$ cat config.mk
export PLATFORM = sky130hd
export DESIGN_NAME = pixel_compositor
export DESIGN_NICKNAME = d
export VERILOG_FILES = /design/src/rtl/comp_pkg.sv /design/src/rtl/sprite_priority_pick.sv /design/src/rtl/comp_ctrl.sv /design/src/rtl/comp_datapath.sv /design/src/rtl/pixel_compositor.sv
export SDC_FILE = /design/constraint.sdc
export NUM_CORES = 1
export LEC_CHECK = 0
export ABC_AREA = 1
export BUFFER_PORTS_ARGS = -buffer_cell sky130_fd_sc_hd__buf_2
export CAP_MARGIN = 20
export CORE_UTILIZATION = 50
export CTS_CLUSTER_SIZE = 20
export DETAILED_ROUTE_END_ITERATION = 6
export HOLD_SLACK_MARGIN = 0.15
export PLACE_DENSITY = 0.69
export SETUP_SLACK_MARGIN = 0.05
export SYNTH_ARGS = -nofsm -noshare
export SYNTH_HDL_FRONTEND = slang
export SYNTH_SLANG_ARGS = --single-unit
$ cat constraint.sdc
create_clock -name clk -period 4.8 [get_ports clk]
set_input_delay 0.72 -clock clk [delete_from_list [all_inputs] [get_ports clk]]
set_output_delay 0.72 -clock clk [all_outputs]
set_load 0.1 [all_outputs]
$ cat src/rtl/comp_pkg.sv
package comp_pkg;

  localparam int IDX_W = 3;
  localparam int PAL_W = 3;
  localparam int SEL_W = IDX_W + PAL_W;
  localparam int TABLE_ENTRIES = 1 << SEL_W;

  typedef struct packed {
    logic [PAL_W-1:0] pal;
    logic [IDX_W-1:0] idx;
  } pixSel_t;

  typedef struct packed {
    logic capEn;
    logic lookEn;
    logic tabWr;
  } ctrlStrobes_t;

endpackage

$ cat src/rtl/sprite_priority_pick.sv
module sprite_priority_pick
  import comp_pkg::*;
#(
  parameter int NUM_SPR = 16
) (
  input  logic [NUM_SPR*IDX_W-1:0] sprIdx,
  input  logic [NUM_SPR*PAL_W-1:0] sprPal,
  input  pixSel_t                  bgSel,
  output pixSel_t                  winSel,
  output logic                     anyOpaque
);

  logic [NUM_SPR-1:0] opaque;
  logic [NUM_SPR-1:0] firstHot;
  pixSel_t            sprWin;

  genvar k;
  generate
    for (k = 0; k < NUM_SPR; k++) begin : gOpaque
      assign opaque[k] = |sprIdx[k*IDX_W +: IDX_W];
    end
  endgenerate

  // isolate the lowest set bit: lowest-numbered opaque slot
  assign firstHot  = opaque & (~opaque + NUM_SPR'(1));
  assign anyOpaque = |opaque;

  always_comb begin
    sprWin = '0;
    for (int i = 0; i < NUM_SPR; i++) begin
      if (firstHot[i]) begin
        sprWin.idx = sprWin.idx | sprIdx[i*IDX_W +: IDX_W];
        sprWin.pal = sprWin.pal | sprPal[i*PAL_W +: PAL_W];
      end
    end
  end

  assign winSel = anyOpaque ? sprWin : bgSel;

endmodule

$ cat src/rtl/comp_ctrl.sv
module comp_ctrl
  import comp_pkg::*;
#(
  parameter int BUS_W = 16
) (
  input  logic             clk,
  input  logic             rst_n,
  input  logic             inValid,
  input  logic             cpuWe,
  input  logic [BUS_W-1:0] cpuAddr,
  output ctrlStrobes_t     strobes,
  output logic             outValid
);

  localparam logic [BUS_W-1:0] TAB_LIMIT = BUS_W'(TABLE_ENTRIES);

  logic stageValid;
  logic lookValid;

  always_ff @(posedge clk or negedge rst_n) begin
    if (!rst_n) begin
      stageValid <= 1'b0;
      lookValid  <= 1'b0;
    end else begin
      stageValid <= inValid;
      lookValid  <= stageValid;
    end
  end

  always_comb begin
    strobes.capEn  = inValid;
    strobes.lookEn = stageValid;
    strobes.tabWr  = cpuWe && (cpuAddr < TAB_LIMIT);
  end

  assign outValid = lookValid;

  // a sampled pixel moves through both stages, one edge each
  assert_stage_follows_R6: assert property (@(posedge clk) disable iff (!rst_n)
    inValid |=> stageValid);
  assert_output_follows_R6: assert property (@(posedge clk) disable iff (!rst_n)
    stageValid |=> outValid);
  assert_no_spurious_valid_R6: assert property (@(posedge clk) disable iff (!rst_n)
    !stageValid |=> !outValid);

endmodule

$ cat src/rtl/comp_datapath.sv
module comp_datapath
  import comp_pkg::*;
#(
  parameter int NUM_SPR = 16,
  parameter int RGB_W   = 12
) (
  input  logic                     clk,
  input  logic                     rst_n,
  input  ctrlStrobes_t             strobes,
  input  logic [NUM_SPR*IDX_W-1:0] sprIdx,
  input  logic [NUM_SPR*PAL_W-1:0] sprPal,
  input  logic [IDX_W-1:0]         bgIdx,
  input  logic [PAL_W-1:0]         bgPal,
  input  logic [SEL_W-1:0]         wrAddr,
  input  logic [RGB_W-1:0]         wrData,
  output logic [RGB_W-1:0]         outColor
);

  pixSel_t bgSel;
  pixSel_t winSel;
  pixSel_t stageSel;
  logic    anyOpaque;

  logic [RGB_W-1:0] palTab [TABLE_ENTRIES];

  assign bgSel.idx = bgIdx;
  assign bgSel.pal = bgPal;

  sprite_priority_pick #(
    .NUM_SPR(NUM_SPR)
  ) uPick (
    .sprIdx   (sprIdx),
    .sprPal   (sprPal),
    .bgSel    (bgSel),
    .winSel   (winSel),
    .anyOpaque(anyOpaque)
  );

  // stage 1: composite result
  always_ff @(posedge clk or negedge rst_n) begin
    if (!rst_n) begin
      stageSel <= '0;
    end else if (strobes.capEn) begin
      stageSel <= winSel;
    end
  end

  // palette storage
  always_ff @(posedge clk or negedge rst_n) begin
    if (!rst_n) begin
      for (int e = 0; e < TABLE_ENTRIES; e++) palTab[e] <= '0;
    end else if (strobes.tabWr) begin
      palTab[wrAddr] <= wrData;
    end
  end

  // stage 2: colour lookup (reads the pre-write contents)
  always_ff @(posedge clk or negedge rst_n) begin
    if (!rst_n) begin
      outColor <= '0;
    end else if (strobes.lookEn) begin
      outColor <= palTab[{stageSel.pal, stageSel.idx}];
    end
  end

  assert_hold_color_R7: assert property (@(posedge clk) disable iff (!rst_n)
    !strobes.lookEn |=> $stable(outColor));
  assert_sprite_wins_R4: assert property (@(posedge clk) disable iff (!rst_n)
    (strobes.capEn && anyOpaque) |=> (stageSel.idx != '0));
  assert_bg_fallback_R3: assert property (@(posedge clk) disable iff (!rst_n)
    (strobes.capEn && !anyOpaque) |=> (stageSel == $past(bgSel)));
  assert_write_lands_R8: assert property (@(posedge clk) disable iff (!rst_n)
    strobes.tabWr |=> (palTab[$past(wrAddr)] == $past(wrData)));

endmodule

$ cat src/rtl/pixel_compositor.sv
module pixel_compositor
  import comp_pkg::*;
#(
  parameter int NUM_SPR = 16,
  parameter int RGB_W   = 12,
  parameter int BUS_W   = 16
) (
  input  logic                     clk,
  input  logic                     rst_n,
  input  logic                     inValid,
  input  logic [NUM_SPR*IDX_W-1:0] sprIdx,
  input  logic [NUM_SPR*PAL_W-1:0] sprPal,
  input  logic [IDX_W-1:0]         bgIdx,
  input  logic [PAL_W-1:0]         bgPal,
  input  logic                     cpuWe,
  input  logic [BUS_W-1:0]         cpuAddr,
  input  logic [BUS_W-1:0]         cpuWdata,
  output logic                     outValid,
  output logic [RGB_W-1:0]         outColor
);

  ctrlStrobes_t strobes;
  logic         unusedWdataHi;

  assign unusedWdataHi = ^cpuWdata[BUS_W-1:RGB_W];

  comp_ctrl #(
    .BUS_W(BUS_W)
  ) uCtrl (
    .clk     (clk),
    .rst_n   (rst_n),
    .inValid (inValid),
    .cpuWe   (cpuWe),
    .cpuAddr (cpuAddr),
    .strobes (strobes),
    .outValid(outValid)
  );

  comp_datapath #(
    .NUM_SPR(NUM_SPR),
    .RGB_W  (RGB_W)
  ) uDp (
    .clk     (clk),
    .rst_n   (rst_n),
    .strobes (strobes),
    .sprIdx  (sprIdx),
    .sprPal  (sprPal),
    .bgIdx   (bgIdx),
    .bgPal   (bgPal),
    .wrAddr  (cpuAddr[SEL_W-1:0]),
    .wrData  (cpuWdata[RGB_W-1:0]),
    .outColor(outColor)
  );

endmodule

==> flow_summary.toml, run 1 <==
[worst_setup_path]
path_delay_family = "buffers and inverters"
critPathKind = "flop to flop"
critPathBufInv = 3
cp_cell_sequence = "clkinv_2, buf_4, buf_4, nand2_1, nand3_1, nand2_1, nand2_1, nand3_1, nand2_1, nand2_1, nand2_1"
crit_cells = 11
reg2reg_from = "uDp.stageSel[2]"
timing.critical_path.slowest_cell_delay_ns = 0.72
arrival_ns = 3.78
setup.worst_path.end_class = "flop"
rr_worst_depth = 11
setup.reg_to_reg.worst_slack_ns = 1.59
rr_endpoint = "uDp.outColor[2]"
cp_max_fo = 54
endpoint = "uDp.outColor[2]"
critPathLaunchType = "flop"
worst_ep_required_time_ns = 5.36
path_common_cell = "sky130_fd_sc_hd__nand2_1"
slowest_cell_on_the_critical_path = "sky130_fd_sc_hd__dfrtp_4"
critical_path.startpoint = "uDp.stageSel[2]"

[floorplan]
dieArea_sq_um = 75800
die_height_microns = 275
row_count = 99
ios = 151
core_area_sq_um = 73500
initial_utilization_pct = 50.8
die_width_microns = 275

[clock_network]
number_of_gates_given_a_new_drive_strength_after_cts = 0
clock_latency_ns = 0.64
cts-buffers-inserted = 83
cts_tree = "built"
ctsLongestPathBuffers = 3
htree_levels = 3
cts_num_sinks = 788
cts_root_cell = "sky130_fd_sc_hd__clkbuf_16"
cts_setup_buffers = 0
postCtsHoldBufs = 0
path_clk_slew_ns = 0.06

[detailed_routing]
wl_per_cell_microns = 19.1
drt_first_pass_iters = 6
route.detailed.vias_per_inst = 5.65
detail_route.drc_violations = 0
ant_nets = 0
detailedRoute.firstIterationViolations = 3602
totalWireLength_microns = 108000
vias = 32000

[yosys]
synthesis.nets = 4880
ys_types = 20
netlist_instances = 4742
synthArstFlopShare_pct = 100
syn-cell-area_sq_um = 37300
synth_enable_flop_cells = 0
mean_instance_size_in_the_synthesized_netlist_sq_um = 7.87
postSynthRegisterBits = 788
yosys_warnings = 0
synth_top_flop_cell = "sky130_fd_sc_hd__dfrtp_1"
synth-seq-area-share_pct = 52.8

[timing]
clock_skew_ns = 0.0145
worst_slew_pin_slew_ns = 0.992
post_route_clock_period_utilization_pct = 66.9
fmax_mhz = 311
setup_viol = 0
rsz_0062_raised_after_global_routing = "false"
max_slew_margin_pct = 33.9
timing.setup.tns_ns = 0
layout_min_cycle_time_ns = 3.21
timing.final.max_slew_violations = 0
fin_hold_viols = 0

[layout]
final_cell_mix = "sky130_fd_sc_hd__nand2_1 (1491), sky130_fd_sc_hd__o21ai_0 (963), sky130_fd_sc_hd__dfrtp_1 (784)"
final_net_count = 4780
area_overhead_of_the_layout_relative_to_synthesis_pct = 9.58
mostFrequentLayoutCell = "sky130_fd_sc_hd__nand2_1"
post_route_cells_drive_above_1_share_pct = 8.42
layoutNonFillerInstCount = 5664

[power_and_ir_drop]
total_leakage_power_nw = 19.2
power_density_nw_per_um2 = 366
worst_ir_drop_vdd_mv = 0.296

[placed_design]
routability_driven_placement_congestion_ratio = 0.874
numPortBuffers = 146
place_hpwl_microns = 61900
placed_cells = 5516

[global_routing]
number_of_antenna_violations_at_the_first_check_in_global_routing = 1
globalRoute.totalOverflow = 0
grt_pass1_wl_microns = 171000
grt_pass1_vias = 29900
pin_count_of_the_biggest_net_entering_global_routing = 199
grt.total_usage_pct = 29.0

[status]
run_status = "complete, no violations"

[flow_run]
drv_cap = 0

[worst_hold_path]
min-delay-path-class = "input pin to async pin"
[flip-flops by register name (all words and copies together), names as in the netlist]
name / flops
uDp.stageSel: 6
uDp.outColor: 12
uCtrl.outValid: 1
uCtrl.stageValid: 1
uDp.palTab: 768
[metrics by stage]
stage                     area, sq um  utilization, %  power (W)  setup WS [ns]  hold WS (ns)
final                           40900            55.7     0.0150           1.59         0.163
after global routing            40900            55.7     0.0155           1.40         0.230
after CTS                       40900            55.7     0.0150           1.65         0.210
after detailed placement        38200            52.0    0.00864           1.67         0.467
after global placement          38200            52.0    0.00864           1.69         0.461
after floorplan                 37300               -    0.00788           2.61         0.412
[where the power goes]
part	switching, W	leakage, nW	internal [W]
logic	0.00141	6.92	0.000410
registers	0.0000519	11.0	0.00668
clock network	0.00264	1.32	0.00377
total	0.00411	19.2	0.0109
[final cells by class]
cell class / instances / area [sq um]
Fill cell: 6913 / 32500
Sequential cell: 788 / 19700
Multi-Input combinational cell: 3451 / 15500
Clock buffer: 130 / 2500
Timing Repair Buffer: 193 / 1270
Tap cell: 959 / 1200
Inverter: 125 / 480
Clock inverter: 16 / 194
Antenna cell: 2 / 5.00
[cell usage after synthesis, types with 2 or more instances]
master | instances | area [sq um]
sky130_fd_sc_hd__buf_4 | 2 | 15.0
sky130_fd_sc_hd__buf_2 | 100 | 500
sky130_fd_sc_hd__clkbuf_8 | 6 | 82.6
sky130_fd_sc_hd__o21ai_0 | 963 | 4820
sky130_fd_sc_hd__inv_1 | 111 | 417
sky130_fd_sc_hd__o22ai_1 | 72 | 450
sky130_fd_sc_hd__nand4_1 | 9 | 56.3
sky130_fd_sc_hd__clkbuf_1 | 241 | 905
sky130_fd_sc_hd__o21ai_1 | 12 | 60.1
sky130_fd_sc_hd__nor2_1 | 287 | 1080
sky130_fd_sc_hd__nand2_1 | 1491 | 5600
sky130_fd_sc_hd__nand2_4 | 60 | 676
sky130_fd_sc_hd__buf_1 | 29 | 109
sky130_fd_sc_hd__nand3_1 | 483 | 2420
sky130_fd_sc_hd__nor2_2 | 2 | 12.5
sky130_fd_sc_hd__dfrtp_1 | 788 | 19700
sky130_fd_sc_hd__nor3_1 | 6 | 30.0
sky130_fd_sc_hd__a21oi_1 | 65 | 325
sky130_fd_sc_hd__clkinv_1 | 14 | 52.6
[how the worst min path moves through the flow]
stage	slack, ns	depth (start not counted)	to
2_1_floorplan	0.41	0	uCtrl.outValid
3_3_place_gp	0.46	2	uDp.palTab[175]
4_1_cts	0.21	1	uDp.palTab[451]
5_1_grt	0.23	1	uDp.palTab[461]
3_5_place_dp	0.47	2	uDp.outColor[3]
6_report	0.16	1	uDp.palTab[473]
[per-layer routing]
layer | up-vias | share of wire, % | GRT usage, %
met4 | 0 | 3.3 | 10.9
met2 | 1148 | 44 | 44.0
met5 | - | 0 | 0
met1 | 15300 | 44 | 41.2
met3 | 197 | 8.2 | 5.68
li1 | 15400 | - | -
[logic make-up (layout without fill, tap and decap cells)]
| logic type | after synthesis | after routing | synth area share (%) |
|---|---|---|---|
| compound gates | 1112 | 1112 | 15.1 |
| buf+inv | 503 | 464 | 5.57 |
| flops | 788 | 788 | 52.8 |
| other cells | 0 | 2 | 0 |
| simple gates | 2339 | 2339 | 26.5 |
(Power assumes the default switching activity.)
==> run 2, diff against run 1 <==
--- a/config.mk
+++ b/config.mk
@@ -12,7 +12,7 @@
 export CTS_CLUSTER_SIZE = 20
 export DETAILED_ROUTE_END_ITERATION = 6
 export HOLD_SLACK_MARGIN = 0.15
-export PLACE_DENSITY = 0.69
+export PLACE_DENSITY = 0.71
 export SETUP_SLACK_MARGIN = 0.05
 export SYNTH_ARGS = -nofsm -noshare
 export SYNTH_HDL_FRONTEND = slang
==> constraint.sdc (replaced) <==
create_clock -name clk -period 2.7 [get_ports clk]
set_input_delay 0.405 -clock clk [delete_from_list [all_inputs] [get_ports clk]]
set_output_delay 0.405 -clock clk [all_outputs]
set_load 0.1 [all_outputs]
==> flow_summary.toml, run 2 (same netlist as run 1, synthesis figures left out) <==
[status]
run_status = "complete, no violations"

[detailed_routing]
detailedRoute.firstIterationViolations = 3511
vias = 32600
drt_first_pass_iters = 6
wl_per_cell_microns = 19.2
totalWireLength_microns = 110000
route.detailed.vias_per_inst = 5.69
ant_nets = 0
detail_route.drc_violations = 0

[clock_network]
cts_root_cell = "sky130_fd_sc_hd__clkbuf_16"
htree_levels = 3
cts-buffers-inserted = 83
cts_num_sinks = 788
path_clk_slew_ns = 0.06
cts_tree = "built"
ctsLongestPathBuffers = 3
clock_latency_ns = 0.64

[floorplan]
dieArea_sq_um = 75800
ios = 151
core_area_sq_um = 73500
die_width_microns = 275
initial_utilization_pct = 50.8
die_height_microns = 275
row_count = 99

[worst_setup_path]
critPathBufInv = 1
path_delay_family = "simple AND/OR/NAND/NOR gates"
setup.worst_path.end_class = "flop"
rr_endpoint = "uDp.outColor[1]"
arrival_ns = 3.04
worst_ep_required_time_ns = 3.26
slowest_cell_on_the_critical_path = "sky130_fd_sc_hd__dfrtp_4"
cp_cell_sequence = "buf_4, o21ai_0, o22ai_1, nand2_1, nand3_1, nand2_1, nand2_1, nand3_1, nand2_1, nand2_1, nand2_1"
rr_worst_depth = 11
critPathKind = "flop to flop"
critical_path.startpoint = "uDp.stageSel[0]"
critPathLaunchType = "flop"
timing.critical_path.slowest_cell_delay_ns = 0.55
path_common_cell = "sky130_fd_sc_hd__nand2_1"
cp_max_fo = 51
reg2reg_from = "uDp.stageSel[0]"
setup.reg_to_reg.worst_slack_ns = 0.22

[global_routing]
grt.total_usage_pct = 29.1
grt_pass1_vias = 30000
number_of_antenna_violations_at_the_first_check_in_global_routing = 1
pin_count_of_the_biggest_net_entering_global_routing = 98
grt_pass1_wl_microns = 172000
globalRoute.totalOverflow = 0

[layout]
mostFrequentLayoutCell = "sky130_fd_sc_hd__nand2_1"
regMostFlops = "uDp.palTab"
final.fill_count = 6797
fin_area_sq_um = 41900
largest_register_ff_count = 768
final_net_count = 4847
layoutNonFillerInstCount = 5736
area_overhead_of_the_layout_relative_to_synthesis_pct = 12.3
post_route_cells_drive_above_1_share_pct = 9.74
final_cell_mix = "sky130_fd_sc_hd__nand2_1 (1491), sky130_fd_sc_hd__o21ai_0 (963), sky130_fd_sc_hd__dfrtp_1 (784)"
biggestRegsByFlops = "uDp.palTab x768, uDp.outColor x12, uDp.stageSel x6"

[timing]
worst_slack_ns = 0.216
worst_slew_pin_slew_ns = 0.959
max_slew_margin_pct = 36.0
layout_min_cycle_time_ns = 2.48
setup_viol = 0
post_route_clock_period_utilization_pct = 92.0
timing.setup.tns_ns = 0
rsz_0062_raised_after_global_routing = "false"
fmax_mhz = 403
timing.final.max_slew_violations = 0
fin_hold_viols = 0
clock_skew_ns = 0.0266

[power_and_ir_drop]
total_power_w = 0.0270
total_leakage_power_nw = 19.7
power_density_nw_per_um2 = 643
worst_ir_drop_vdd_mv = 0.451

[worst_hold_path]
hold_end = "uDp.stageSel[0]"
beginning_of_the_worst_hold_path = "bgIdx[0]"
min-delay-path-class = "input pin to flop"
min_delay_path_depth = 5

[placed_design]
placed_cells = 5576
place_hpwl_microns = 67800
numPortBuffers = 146
routability_driven_placement_congestion_ratio = 0.900
place_ws_ns = 0.348
placedInstanceArea_sq_um = 39100

[flow_run]
drv_cap = 0
[run 2: where the power goes]
part           internal [W]  leakage (nW)  switching, W
sequential           0.0119          11.0     0.0000560
clock               0.00683          1.37       0.00473
combinational      0.000894          7.39       0.00261
total                0.0196          19.7       0.00739
[run 2: metal layers]
metal  global-route usage [%]  routed length, microns  up-vias
li1                         -                       -    15500
met1                     41.1                   47200    15600
met2                     44.7                   49400     1351
met3                     5.44                    9620      179
met4                     11.1                    3660        0
met5                        0                       0        -
[run 2: what timing repair did]
item                      4_1_cts  5_1_grt
buffers inserted                0        0
hold endpoints to repair      218        0
hold buffers                    7        0
gates resized for setup         0        0
[run 2: how the worst max path moves through the flow]
stage / endpoint / slack, ns / cells after the start
3_5_place_dp: uDp.stageSel[1] / 0.35 / 13
5_1_grt: uDp.outColor[1] / 0.09 / 11
3_3_place_gp: uDp.stageSel[1] / 0.36 / 13
2_1_floorplan: uDp.palTab[107] / 0.83 / 7
4_1_cts: uDp.outColor[1] / 0.34 / 12
6_report: uDp.outColor[1] / 0.22 / 11
[run 2: final cells by class]
cell class | instances | area (sq um) | area share [%]
Clock inverter | 24 | 259 | 0.618
Clock buffer | 126 | 2490 | 5.94
Tap cell | 959 | 1200 | 2.86
Antenna cell | 3 | 7.51 | 0.0179
Timing Repair Buffer | 260 | 2230 | 5.31
Sequential cell | 788 | 19700 | 47.0
Inverter | 125 | 480 | 1.15
Multi-Input combinational cell | 3451 | 15500 | 37.1
[run 2: worst min-delay path: stages]
cell and delay, ns:
sky130_fd_sc_hd__buf_2 0.08, sky130_fd_sc_hd__o21ai_0 0.08, sky130_fd_sc_hd__inv_1 0.06, sky130_fd_sc_hd__nand2_1 0.07, sky130_fd_sc_hd__nand2_1 0.06
[run 2: through the flow]
stage	util [%]	hold slack [ns]
finish	57.1	0.161
global route	57.1	0.207
CTS	57.1	0.150
detailed placement	53.2	0.373
global placement	53.2	0.372
floorplan	-	0.109
